===== config.mk =====
export PLATFORM = sky130hd
export DESIGN_NAME = irq_route_regs
export DESIGN_NICKNAME = d
export VERILOG_FILES = /design/src/rtl/irq_route_pkg.sv /design/src/rtl/irq_route_addr_dec.sv /design/src/rtl/irq_route_sel_dec.sv /design/src/rtl/irq_route_table.sv /design/src/rtl/irq_route_regs.sv
export SDC_FILE = /design/constraint.sdc
export NUM_CORES = 2
export LEC_CHECK = 0
export ABC_AREA = 1
export BUFFER_PORTS_ARGS = -buffer_cell sky130_fd_sc_hd__buf_2
export CAP_MARGIN = 20
export CORE_AREA = 2 2 455 457
export CTS_BUF_LIST = sky130_fd_sc_hd__clkbuf_4 sky130_fd_sc_hd__clkbuf_8
export CTS_CLUSTER_DIAMETER = 40
export DETAILED_ROUTE_END_ITERATION = 7
export DIE_AREA = 0 0 457 459
export SYNTH_ARGS = -nofsm -noshare
export SYNTH_HDL_FRONTEND = slang
export SYNTH_SLANG_ARGS = --single-unit

===== constraint.sdc =====
create_clock -name clk -period 5.8 [get_ports clk]
set_input_delay 1.16 -clock clk [delete_from_list [all_inputs] [get_ports clk]]
set_output_delay 1.16 -clock clk [all_outputs]
set_load 0.01 [all_outputs]

===== src/rtl/irq_route_pkg.sv =====
package irq_route_pkg;
  // fixed window selectors
  localparam logic [7:0] SEL_ID  = 8'h00;
  localparam logic [7:0] SEL_VER = 8'h01;
  localparam logic [7:0] SEL_ARB = 8'h02;
  localparam logic [7:0] SEL_TBL = 8'h10;

  // entry field positions
  localparam int F_VEC   = 0;
  localparam int F_DLV   = 8;
  localparam int F_DSTM  = 11;
  localparam int F_POL   = 13;
  localparam int F_RPEND = 14;
  localparam int F_TRIG  = 15;
  localparam int F_MASK  = 16;
  localparam int F_DEST  = 56;

  typedef enum logic [2:0] {
    ACC_NONE,
    ACC_SEL,
    ACC_WIN,
    ACC_EOI,
    ACC_OTHER
  } acc_e;
endpackage


===== src/rtl/irq_route_addr_dec.sv =====
module irq_route_addr_dec
  import irq_route_pkg::*;
#(
  parameter int ADDR_W = 32,
  parameter logic [ADDR_W-1:0] BASE_ADDR = 32'hFEC0_0000,
  parameter logic [ADDR_W-1:0] SPAN = 32'h100,
  parameter logic [ADDR_W-1:0] OFS_SEL = 32'h00,
  parameter logic [ADDR_W-1:0] OFS_WIN = 32'h10,
  parameter logic [ADDR_W-1:0] OFS_EOI = 32'h40
) (
  input  logic [ADDR_W-1:0] addr,
  output acc_e              kind
);
  logic [ADDR_W-1:0] offset;
  logic in_range, aligned;

  always_comb begin
    offset   = addr - BASE_ADDR;
    in_range = (addr >= BASE_ADDR) && (offset < SPAN);
    aligned  = (offset[3:0] == 4'h0);
    if (!in_range || !aligned)  kind = ACC_NONE;
    else if (offset == OFS_SEL) kind = ACC_SEL;
    else if (offset == OFS_WIN) kind = ACC_WIN;
    else if (offset == OFS_EOI) kind = ACC_EOI;
    else                        kind = ACC_OTHER;
  end
endmodule


===== src/rtl/irq_route_sel_dec.sv =====
module irq_route_sel_dec
  import irq_route_pkg::*;
#(
  parameter int NPINS = 24,
  parameter int IDX_W = 5
) (
  input  logic [7:0]       sel,
  output logic             is_tbl,
  output logic             idx_ok,
  output logic             hi,
  output logic [IDX_W-1:0] idx
);
  logic [7:0] rel;
  logic [6:0] raw;

  always_comb begin
    rel    = sel - SEL_TBL;
    raw    = rel[7:1];
    is_tbl = (sel >= SEL_TBL);
    hi     = sel[0];
    idx    = IDX_W'(raw);
    idx_ok = is_tbl && (int'(raw) < NPINS);
  end
endmodule


===== src/rtl/irq_route_table.sv =====
module irq_route_table
  import irq_route_pkg::*;
#(
  parameter int NPINS = 24,
  parameter int IDX_W = 5
) (
  input  logic                clk,
  input  logic                rst,
  input  logic                wr_en,
  input  logic                wr_hi,
  input  logic [IDX_W-1:0]    wr_idx,
  input  logic [31:0]         wr_data,
  input  logic [IDX_W-1:0]    rd_idx,
  input  logic                rd_hi,
  output logic [31:0]         rd_data,
  input  logic [NPINS-1:0]    rpend_set,
  input  logic [NPINS-1:0]    rpend_clr,
  output logic [NPINS*64-1:0] tbl_flat,
  output logic                ntf_valid,
  output logic [IDX_W-1:0]    ntf_pin,
  output logic                ntf_mask,
  output logic                upd_valid,
  output logic [IDX_W-1:0]    upd_pin
);
  localparam logic [63:0] RST_ENT = 64'(1) << F_MASK;

  logic [63:0]      ent_arr [NPINS];
  logic [NPINS-1:0] mask_vec;
  logic [NPINS-1:0] rpend_vec;

  for (genvar g = 0; g < NPINS; g++) begin : g_ent
    logic [63:0] ent_q;
    logic        hit;
    assign hit = wr_en && (wr_idx == IDX_W'(g));

    always_ff @(posedge clk) begin
      if (rst) begin
        ent_q <= RST_ENT;
      end else begin
        if (hit && wr_hi) begin
          ent_q[63:32] <= wr_data;
        end
        if (hit && !wr_hi) begin
          ent_q[31:0]     <= wr_data;
          ent_q[F_RPEND]  <= 1'b0;
        end else if (rpend_clr[g]) begin
          ent_q[F_RPEND]  <= 1'b0;
        end else if (rpend_set[g]) begin
          ent_q[F_RPEND]  <= 1'b1;
        end
      end
    end

    assign ent_arr[g]           = ent_q;
    assign tbl_flat[g*64 +: 64] = ent_q;
    assign mask_vec[g]          = ent_q[F_MASK];
    assign rpend_vec[g]         = ent_q[F_RPEND];
  end

  always_comb begin
    rd_data = rd_hi ? ent_arr[rd_idx][63:32] : ent_arr[rd_idx][31:0];
  end

  always_ff @(posedge clk) begin
    if (rst) begin
      ntf_valid <= 1'b0;
      ntf_pin   <= '0;
      ntf_mask  <= 1'b0;
      upd_valid <= 1'b0;
      upd_pin   <= '0;
    end else begin
      ntf_valid <= wr_en && !wr_hi && (wr_data[F_MASK] != mask_vec[wr_idx]);
      ntf_pin   <= wr_idx;
      ntf_mask  <= wr_data[F_MASK];
      upd_valid <= wr_en;
      upd_pin   <= wr_idx;
    end
  end

  // a lower-half write leaves the flag low in the next cycle
  p_rpend_wrclr_r6: assert property (@(posedge clk) disable iff (rst)
    (wr_en && !wr_hi) |=> !rpend_vec[$past(wr_idx)]);

  // mask bits move only together with a notify strobe
  p_mask_quiet_r8: assert property (@(posedge clk) disable iff (rst)
    !$stable(mask_vec) |-> ntf_valid);

  // the notify strobe carries the value the entry now holds
  p_ntf_value_r8: assert property (@(posedge clk) disable iff (rst)
    ntf_valid |-> (mask_vec[ntf_pin] == ntf_mask));
endmodule


===== src/rtl/irq_route_regs.sv =====
module irq_route_regs
  import irq_route_pkg::*;
#(
  parameter int NPINS  = 24,
  parameter int ADDR_W = 32,
  parameter logic [ADDR_W-1:0] BASE_ADDR = 32'hFEC0_0000,
  parameter logic [ADDR_W-1:0] SPAN = 32'h100,
  parameter logic [7:0] VER_CODE = 8'h11,
  localparam int IDX_W = $clog2(NPINS)
) (
  input  logic                clk,
  input  logic                rst,
  input  logic                req,
  input  logic                req_wr,
  input  logic [ADDR_W-1:0]   req_addr,
  input  logic [31:0]         req_wdata,
  output logic                rsp_valid,
  output logic [31:0]         rsp_rdata,
  input  logic [NPINS-1:0]    rpend_set,
  input  logic [NPINS-1:0]    rpend_clr,
  output logic [NPINS*8-1:0]  ent_vector,
  output logic [NPINS*3-1:0]  ent_dlv,
  output logic [NPINS-1:0]    ent_dstmode,
  output logic [NPINS-1:0]    ent_pol,
  output logic [NPINS-1:0]    ent_rpend,
  output logic [NPINS-1:0]    ent_trig,
  output logic [NPINS-1:0]    ent_mask,
  output logic [NPINS*8-1:0]  ent_dest,
  output logic                mask_ntf_valid,
  output logic [IDX_W-1:0]    mask_ntf_pin,
  output logic                mask_ntf_val,
  output logic                upd_valid,
  output logic [IDX_W-1:0]    upd_pin,
  output logic                eoi_valid,
  output logic [7:0]          eoi_vector
);
  localparam logic [7:0] MAX_PIN = 8'(NPINS - 1);

  acc_e kind;
  logic [7:0] sel_q;
  logic [3:0] id_q;
  logic is_tbl, idx_ok, sel_hi;
  logic [IDX_W-1:0] sel_idx;
  logic [31:0] tbl_rd, win_val, rd_mux;
  logic [NPINS*64-1:0] tbl_flat;
  logic wr_req, win_wr, tbl_wr;

  irq_route_addr_dec #(
    .ADDR_W(ADDR_W), .BASE_ADDR(BASE_ADDR), .SPAN(SPAN),
    .OFS_SEL(ADDR_W'(32'h00)), .OFS_WIN(ADDR_W'(32'h10)), .OFS_EOI(ADDR_W'(32'h40))
  ) u_adec (
    .addr(req_addr),
    .kind(kind)
  );

  irq_route_sel_dec #(.NPINS(NPINS), .IDX_W(IDX_W)) u_sdec (
    .sel(sel_q),
    .is_tbl(is_tbl),
    .idx_ok(idx_ok),
    .hi(sel_hi),
    .idx(sel_idx)
  );

  assign wr_req = req && req_wr;
  assign win_wr = wr_req && (kind == ACC_WIN);
  assign tbl_wr = win_wr && idx_ok;

  irq_route_table #(.NPINS(NPINS), .IDX_W(IDX_W)) u_tbl (
    .clk(clk),
    .rst(rst),
    .wr_en(tbl_wr),
    .wr_hi(sel_hi),
    .wr_idx(sel_idx),
    .wr_data(req_wdata),
    .rd_idx(sel_idx),
    .rd_hi(sel_hi),
    .rd_data(tbl_rd),
    .rpend_set(rpend_set),
    .rpend_clr(rpend_clr),
    .tbl_flat(tbl_flat),
    .ntf_valid(mask_ntf_valid),
    .ntf_pin(mask_ntf_pin),
    .ntf_mask(mask_ntf_val),
    .upd_valid(upd_valid),
    .upd_pin(upd_pin)
  );

  for (genvar g = 0; g < NPINS; g++) begin : g_fld
    assign ent_vector[g*8 +: 8] = tbl_flat[g*64 + F_VEC  +: 8];
    assign ent_dlv[g*3 +: 3]    = tbl_flat[g*64 + F_DLV  +: 3];
    assign ent_dstmode[g]       = tbl_flat[g*64 + F_DSTM];
    assign ent_pol[g]           = tbl_flat[g*64 + F_POL];
    assign ent_rpend[g]         = tbl_flat[g*64 + F_RPEND];
    assign ent_trig[g]          = tbl_flat[g*64 + F_TRIG];
    assign ent_mask[g]          = tbl_flat[g*64 + F_MASK];
    assign ent_dest[g*8 +: 8]   = tbl_flat[g*64 + F_DEST +: 8];
  end

  always_comb begin
    if (is_tbl) begin
      win_val = idx_ok ? tbl_rd : 32'h0;
    end else begin
      case (sel_q)
        SEL_ID, SEL_ARB: win_val = {4'h0, id_q, 24'h0};
        SEL_VER:         win_val = {8'h00, MAX_PIN, 8'h00, VER_CODE};
        default:         win_val = 32'h0;
      endcase
    end
    case (kind)
      ACC_SEL: rd_mux = {24'h0, sel_q};
      ACC_WIN: rd_mux = win_val;
      default: rd_mux = 32'h0;
    endcase
  end

  always_ff @(posedge clk) begin
    if (rst) begin
      sel_q      <= 8'h00;
      id_q       <= 4'h0;
      rsp_valid  <= 1'b0;
      rsp_rdata  <= 32'h0;
      eoi_valid  <= 1'b0;
      eoi_vector <= 8'h00;
    end else begin
      if (wr_req && kind == ACC_SEL) sel_q <= req_wdata[7:0];
      if (win_wr && sel_q == SEL_ID) id_q  <= req_wdata[27:24];
      rsp_valid  <= req && (kind != ACC_NONE);
      rsp_rdata  <= (req && !req_wr) ? rd_mux : 32'h0;
      eoi_valid  <= wr_req && (kind == ACC_EOI);
      eoi_vector <= req_wdata[7:0];
    end
  end

  // state left by reset
  p_reset_state_r1: assert property (@(posedge clk) disable iff (rst)
    $past(rst) |-> ((&ent_mask) && (sel_q == 8'h00) && !mask_ntf_valid && !eoi_valid));

  // the select register keeps the low byte of the write
  p_sel_low8_r2: assert property (@(posedge clk) disable iff (rst)
    (wr_req && kind == ACC_SEL) |=> (sel_q == $past(req_wdata[7:0])));

  // writes past the table raise no update strobe
  p_discard_r7: assert property (@(posedge clk) disable iff (rst)
    (win_wr && is_tbl && !idx_ok) |=> !upd_valid);

  // the end-of-interrupt strobe follows a write to its offset
  p_eoi_src_r10: assert property (@(posedge clk) disable iff (rst)
    eoi_valid |-> $past(wr_req && kind == ACC_EOI));

  // unclaimed requests get no response
  p_no_claim_r11: assert property (@(posedge clk) disable iff (rst)
    (req && kind == ACC_NONE) |=> !rsp_valid);

  // a response always answers a request
  p_rsp_src_r11: assert property (@(posedge clk) disable iff (rst)
    rsp_valid |-> $past(req));
endmodule


# Yosys cells after proc, flatten, opt, wreduce, memory -nomap -nowiden
# Cells that the tools add are included.
[totals] latchBits=0 memories=0 output_inout_bits=631 wordCells=257 mem_bits_ro=0 input_bits=116 reg_bits=1598 ramBits=0
[classes] muxes=14 n_bitwise=2 div_mod_pow=0 n_lt_le_gt_ge=6 eq_ne=31 add_sub_neg=2 shift=0 n_reduce_logical=120 n_mul=0
[op_table] cell="$bmux 64 s5" n=1
[op_table] cell="$mux 64" n=2
[op_table] cell="$mux 32" n=3
[op_table] cell="$logic_and 1x1->1" n=84
[op_table] cell="$reduce_or 3->1" n=24
[op_table] cell="$pmux 32 s2" n=1
[op_table] cell="$pmux 28 s2" n=1
[op_table] cell="$eq 5x4->1 const B" n=8
[op_table] cell="$eq 5x5->1 const B" n=8
[op_table] cell="$eq 32x5->1 const B" n=1
[op_table] cell="$eq 32x7->1 const B" n=1
[op_table] cell="$ge 32x32->1 const B" n=1
[op_table] cell="$logic_not 32->1" n=1
[op_table] cell="$lt 32x9->1 const B" n=1
[op_table] cell="$sub 32x32->32 const B" n=1
[op_table] cell="$eq 5x3->1 const B" n=4
[op_table] cell="$mux 3" n=4
[op_table] cell="$eq 5x2->1 const B" n=2
[op_table] cell="$eq 8x1->1 const B" n=1
[op_table] cell="$eq 8x2->1 const B" n=1
[op_table] cell="$ge 8x5->1 const B" n=1
[op_table] cell="$logic_not 8->1" n=1
[op_table] cell="$sub 8x5->8 const B" n=1
[op_table] cell="$lt 7x5->1 const B" n=1
[op_table] cell="16 further kinds" n=21

# Logic depth before layout (Yosys ltp)
[depth] ltp_word=12 depth_mapped=17 ltp_nobuf=14

# Hierarchy
# Synthesis repeated with hierarchy kept, for this count alone.
[hier_totals] cells_unflattened=10473 area_unflattened_um2=70472.6
[by_module_without_submodules] mod="irq_route_table" instances=1 cells_per_inst=10140 area_each_um2=68120.3
[by_module_without_submodules] mod="irq_route_regs" instances=1 cells_per_inst=257 area_each_um2=1976.9
[by_module_without_submodules] mod="irq_route_addr_dec" instances=1 cells_per_inst=50 area_each_um2=225.2
[by_module_without_submodules] mod="irq_route_sel_dec" instances=1 cells_per_inst=26 area_each_um2=150.1

# Worst setup path before layout
# No wires, ideal clock.
[synth_timing] path_type="input -> register" start="input req_addr[26]" end="register u_tbl.g_ent[12].ent_q[33]" cell_stages=12 t_required_ns=5.687 setup_ns=0.113 path_slack_ns=2.967 arrival_ns=2.719 path_cell_list="nand2_1 nor3_4 inv_2 nor2_4 nand3_2 nor3_2 buf_6 buf_12 nand3_4 clkbuf_1 nor2_1 nor2_1"
[synth_between] elab_chain_cells=11
[synth_lines] item="start, declared" line="irq_route_regs.sv:15" text="input logic [ADDR_W-1:0] req_addr,"
[synth_lines] item="$sub 32x32->32" line="irq_route_addr_dec.sv:18" text="offset = addr - BASE_ADDR;"
[synth_lines] item="$lt 32x9->1 / $eq 32x7->1 (equally long branches)" line="irq_route_addr_dec.sv:19, irq_route_addr_dec.sv:24"
[synth_lines] item="$logic_and 1x1->1 / $mux 3 (equally long branches)" line="irq_route_addr_dec.sv:19, irq_route_addr_dec.sv:24"
[synth_lines] item="$logic_not 1->1 / $mux 3 (equally long branches)" line="irq_route_addr_dec.sv:21, irq_route_addr_dec.sv:23"
[synth_lines] item="$logic_or 1x1->1 / $mux 3 (equally long branches)" line="irq_route_addr_dec.sv:21, irq_route_addr_dec.sv:22"
[synth_lines] item="$mux 3 *" line="irq_route_addr_dec.sv:21" text="if (!in_range || !aligned) kind = ACC_NONE;"
[synth_lines] item="$eq 3x2->1 *" line="irq_route_regs.sv:65" text="assign win_wr = wr_req && (kind == ACC_WIN);"
[synth_lines] item="$logic_and 1x1->1 *" line="irq_route_regs.sv:65"
[synth_lines] item="$logic_and 1x1->1 *" line="irq_route_regs.sv:66" text="assign tbl_wr = win_wr && idx_ok;"
[synth_lines] item="$logic_and 1x1->1 *" line="irq_route_table.sv:34" text="assign hit = wr_en && (wr_idx == IDX_W'(g));"
[synth_lines] item="$logic_and 1x1->1 *" line="irq_route_table.sv:40" text="if (hit && wr_hi) begin"
[synth_lines] item="end signal, assigned" line="irq_route_table.sv:41" text="ent_q[63:32] <= wr_data;"
[synth_lines] item="end, declared" line="irq_route_table.sv:32" text="logic [63:0] ent_q;"
# Mark *: on every way between the ends. The rest lies on a longest branch, timed or not.
# A chain may end at the register's enable or synchronous reset.

# Worst setup path after layout
[layout_timing] start="register sel_q[2]" end="register rsp_rdata[28]"
[layout_between] elab_chain_cells=9
[layout_lines] item="start, declared" line="irq_route_regs.sv:40" text="logic [7:0] sel_q;"
[layout_lines] item="start signal, assigned" line="irq_route_regs.sv:125" text="if (wr_req && kind == ACC_SEL) sel_q <= req_wdata[7:0];"
[layout_lines] item="$sub 8x5->8" line="irq_route_sel_dec.sv:17" text="rel = sel - SEL_TBL;"
[layout_lines] item="$not 5->6 (implied by the code)" line="irq_route_table.sv:61" text="rd_data = rd_hi ? ent_arr[rd_idx][63:32] : ent_arr[rd_idx][31:0];"
[layout_lines] item="$bmux 64 s5" line="irq_route_table.sv:61"
[layout_lines] item="$mux 64 (implied by the code) (2 in series)" line="irq_route_table.sv:61"
[layout_lines] item="$mux 32" line="irq_route_table.sv:61"
[layout_lines] item="$mux 32" line="irq_route_regs.sv:101" text="win_val = idx_ok ? tbl_rd : 32'h0;"
[layout_lines] item="$mux 32 *" line="irq_route_regs.sv:100" text="if (is_tbl) begin"
[layout_lines] item="$pmux 32 s2 *" line="irq_route_regs.sv:109" text="case (kind)"
[layout_lines] item="end signal, assigned" line="irq_route_regs.sv:128" text="rsp_rdata <= (req && !req_wr) ? rd_mux : 32'h0;"
[layout_lines] item="end, declared" line="irq_route_regs.sv:18" text="output logic [31:0] rsp_rdata,"
# Mark *: on every way between the ends. The rest lies on a longest branch, timed or not. The select of a mux whose other input is x is not followed.

==> out/results.txt <==
Syn Std Cell Area - 81,400 sq um
WL final - 345,000 um
htree depth - 5
Post-Synth Adder-Cell Area - 0.0307%
Seq/Total Area, Yosys - 39.3%
Yosys warning count - 0
syn avg cell area - 6.16 sq um
Clock Pin Slew Worst Setup and Hold Paths - 60 ps
total CTS buffers - 342
pwr dens - 279 nW/um^2
CP arrival - 5330 ps
Max Freq - 225 MHz
largest net degree at the start of global routing - 147
drt pass-1 iters - 7
Syn-to-layout area delta - 9.62%
Non-Filler Instances - 15,945
min Tclk post-route - 4450 ps
cell count after placement - 15,361
Die H - 459 um
Final Hold Fails - 0
Int Power - 0.0189 W
Leak - 49.5 nW
Max Slew Vio Count - 0
setup violators final - 0
hpwl dp - 227,000 um
worst slew pin tran - 1170 ps
vias - 78,352
Buffers on Ports - 746
Initial Util - 39.6%
Die Area - 210,000 sq um
Syn Nets - 13,345
antenna-violating nets left - 0
Final Cycle Share - 76.6%
fin area - 89,300 sq um
first-pass GRT wire length - 488,000 um
post-synthesis mux area share - 0%
worst path required time - 6690 ps
vias per cell - 4.91
Die Wd - 457 um
global route overflow - 0
headroom to the max-slew limit - 21.3%
Post-DP Area - 82,000 sq um
#FFs+latches synth - 1,598
initial antenna violation count - 26
Main synth FF type - dfxtp_1
Longest Clk Path Bufs - 4
CTS tree - yes
Simple-Gate Fraction of Synth Area - 36.1%
main combinational cell family by area after synthesis - simple AND/OR/NAND/NOR gates
Tot Pwr - 0.0249 W
# fillers - 21,996
vias in the first global route - 68,549
Final TNS setup - 0 ps
most frequent cells in the layout - nand2_1 (3,796), nor2_1 (3,519), inv_1 (1,599), dfxtp_1 (1,595), buf_2 (722)
compound-gate portion of the synthesized area - 6.96%
Post-synth EDFFs - 0
switch share - 24.1%
Post-Synthesis Cells - 13,227
RSZ-0062 raised after global routing - no
routed len/inst - 21.6 um
Combinational Power Share - 2.8%
final RePlAce weighted congestion - 0.977
outcome - finished, final reports clean
# nets final - 13,120
core footprint - 206,000 sq um
post-cts resize count - 0
post-route core utilization - 43.4%
worst min-delay path class - in2reg
Cell variety after synth - 33
number of placed I/O pins - 747
Post-Synth XOR/XNOR Area - 0.0108%
NetSw - 0.00599 W
Tot GR Track Use - 31.6%
maximum vdd ir drop - 0.242 mV
DRC errors left - 0
Root Buffer - clkbuf_8
CP startpoint kind - flip-flop
Synth async-reset ratio - 0%
Clock power frac - 53.0%
Hold Buf Count CTS - 0
MaxCap Viol Count - 0
row count - 167
CP endpoint kind - flip-flop
CP Max Fanout - 53
Reg area - 32,000 sq um
area of the multi-input gates - 35,200 sq um
skew final - 95.1 ps
Clock Sinks - 1,598
crit path kind - reg2reg
share of post-route cells with drive strength above 1 - 11.7%
Reg power frac - 44.2%
commonest non-fill, non-tap cell in the layout - nand2_1
# Post-CTS Setup Buffers - 0
Skew-Pair Late Insertion Delay - 1100 ps
Iteration-0 DRC Markers - 9,243
## metrics by stage
step / hold WS [ps] / worst slack [ps]
after CTS: 184 / 1610
after global placement: 470 / 1580
after detailed placement: 466 / 1530
after global routing: 248 / 1380
final: 268 / 1350
after floorplan: 449 / 2970
## metal layers
metal / global-route usage (%) / routed length, um
met3: 6.79 / 32000
met1: 40.9 / 141000
met5: 0 / 59
met2: 47.9 / 148000
met4: 19.7 / 23700
## synthesized netlist by cell type (9+ instances only)
master	number	area, sq um
nand4_1	58	363
buf_1	151	567
a21oi_1	246	1230
a22oi_1	111	833
dfxtp_1	1598	32000
o21ai_0	212	1060
o211ai_1	25	188
clkbuf_1	536	2010
nor3_1	26	130
buf_4	581	4360
buf_6	47	529
inv_1	1599	6000
nor2_1	3525	13200
nand3_2	9	90.1
nand3_1	114	571
o22ai_1	370	2310
buf_2	148	741
nand2_1	3800	14300
nand3_4	40	701
## power by group through the flow
stage	sequential [W]	clock (W)	combinational (W)
after floorplan	0.0112	0	0.000324
after global placement	0.0112	0	0.000677
after detailed placement	0.0112	0	0.000676
after CTS	0.0110	0.0133	0.000676
after global routing	0.0110	0.0139	0.000705
final	0.0110	0.0132	0.000692
## flip-flops by register name (all words and copies together) (netlist names)
name / cells
u_tbl.ntf_mask: 1
id_q: 4
u_tbl.ntf_valid: 1
u_tbl.ntf_pin: 5
eoi_valid: 1
u_tbl.g_ent.ent_q: 1536
sel_q: 8
eoi_vector: 8
rsp_rdata: 32
u_tbl.upd_valid: 1
rsp_valid: 1
## area by class of cell
| cell class | instances | area share, % |
|---|---|---|
| multi-input combinational | 8553 | 39.4 |
| sequential | 1598 | 35.8 |
| clock buffer | 496 | 6.95 |
| inverter | 1609 | 6.79 |
| timing repair buffer | 898 | 6.05 |
| tap | 2704 | 3.79 |
| clock inverter | 80 | 1.12 |
| antenna | 7 | 0.0196 |
## cell families after synthesis
logic type / count (synthesis)
xor gates and xnor gates: 1
DFF: 1598
adders and majority gates: 2
AOI/OAI and AO/OA: 969
buffers and inverters: 3076
and+or+nand+nor: 7581
## final timing paths
path	from	cells past startpoint	slack, ps	end
hold reg to reg	u_tbl.g_ent[0].ent_q[16]$_SDFFE_PP1P_	2	480	u_tbl.g_ent[0].ent_q[16]$_SDFFE_PP1P_
setup / recovery	sel_q[2]$_SDFFE_PP0P_	8	1350	rsp_rdata[28]$_SDFF_PP0_
hold / removal	rpend_set[1]	3	270	u_tbl.g_ent[1].ent_q[14]$_SDFFE_PP0P_
setup reg to reg	sel_q[2]$_SDFFE_PP0P_	8	1350	rsp_rdata[28]$_SDFF_PP0_
## critical path, cell delays in order (launching register included)
cell	delay, ps
dfxtp_2	490
buf_4	330
nand2_4	520
buf_12	340
o22ai_1	330
o21ai_0	960
nand4_1	440
o21a_1	300
nor2_1	360
No activity file was read; power rests on OpenSTA's default activity.
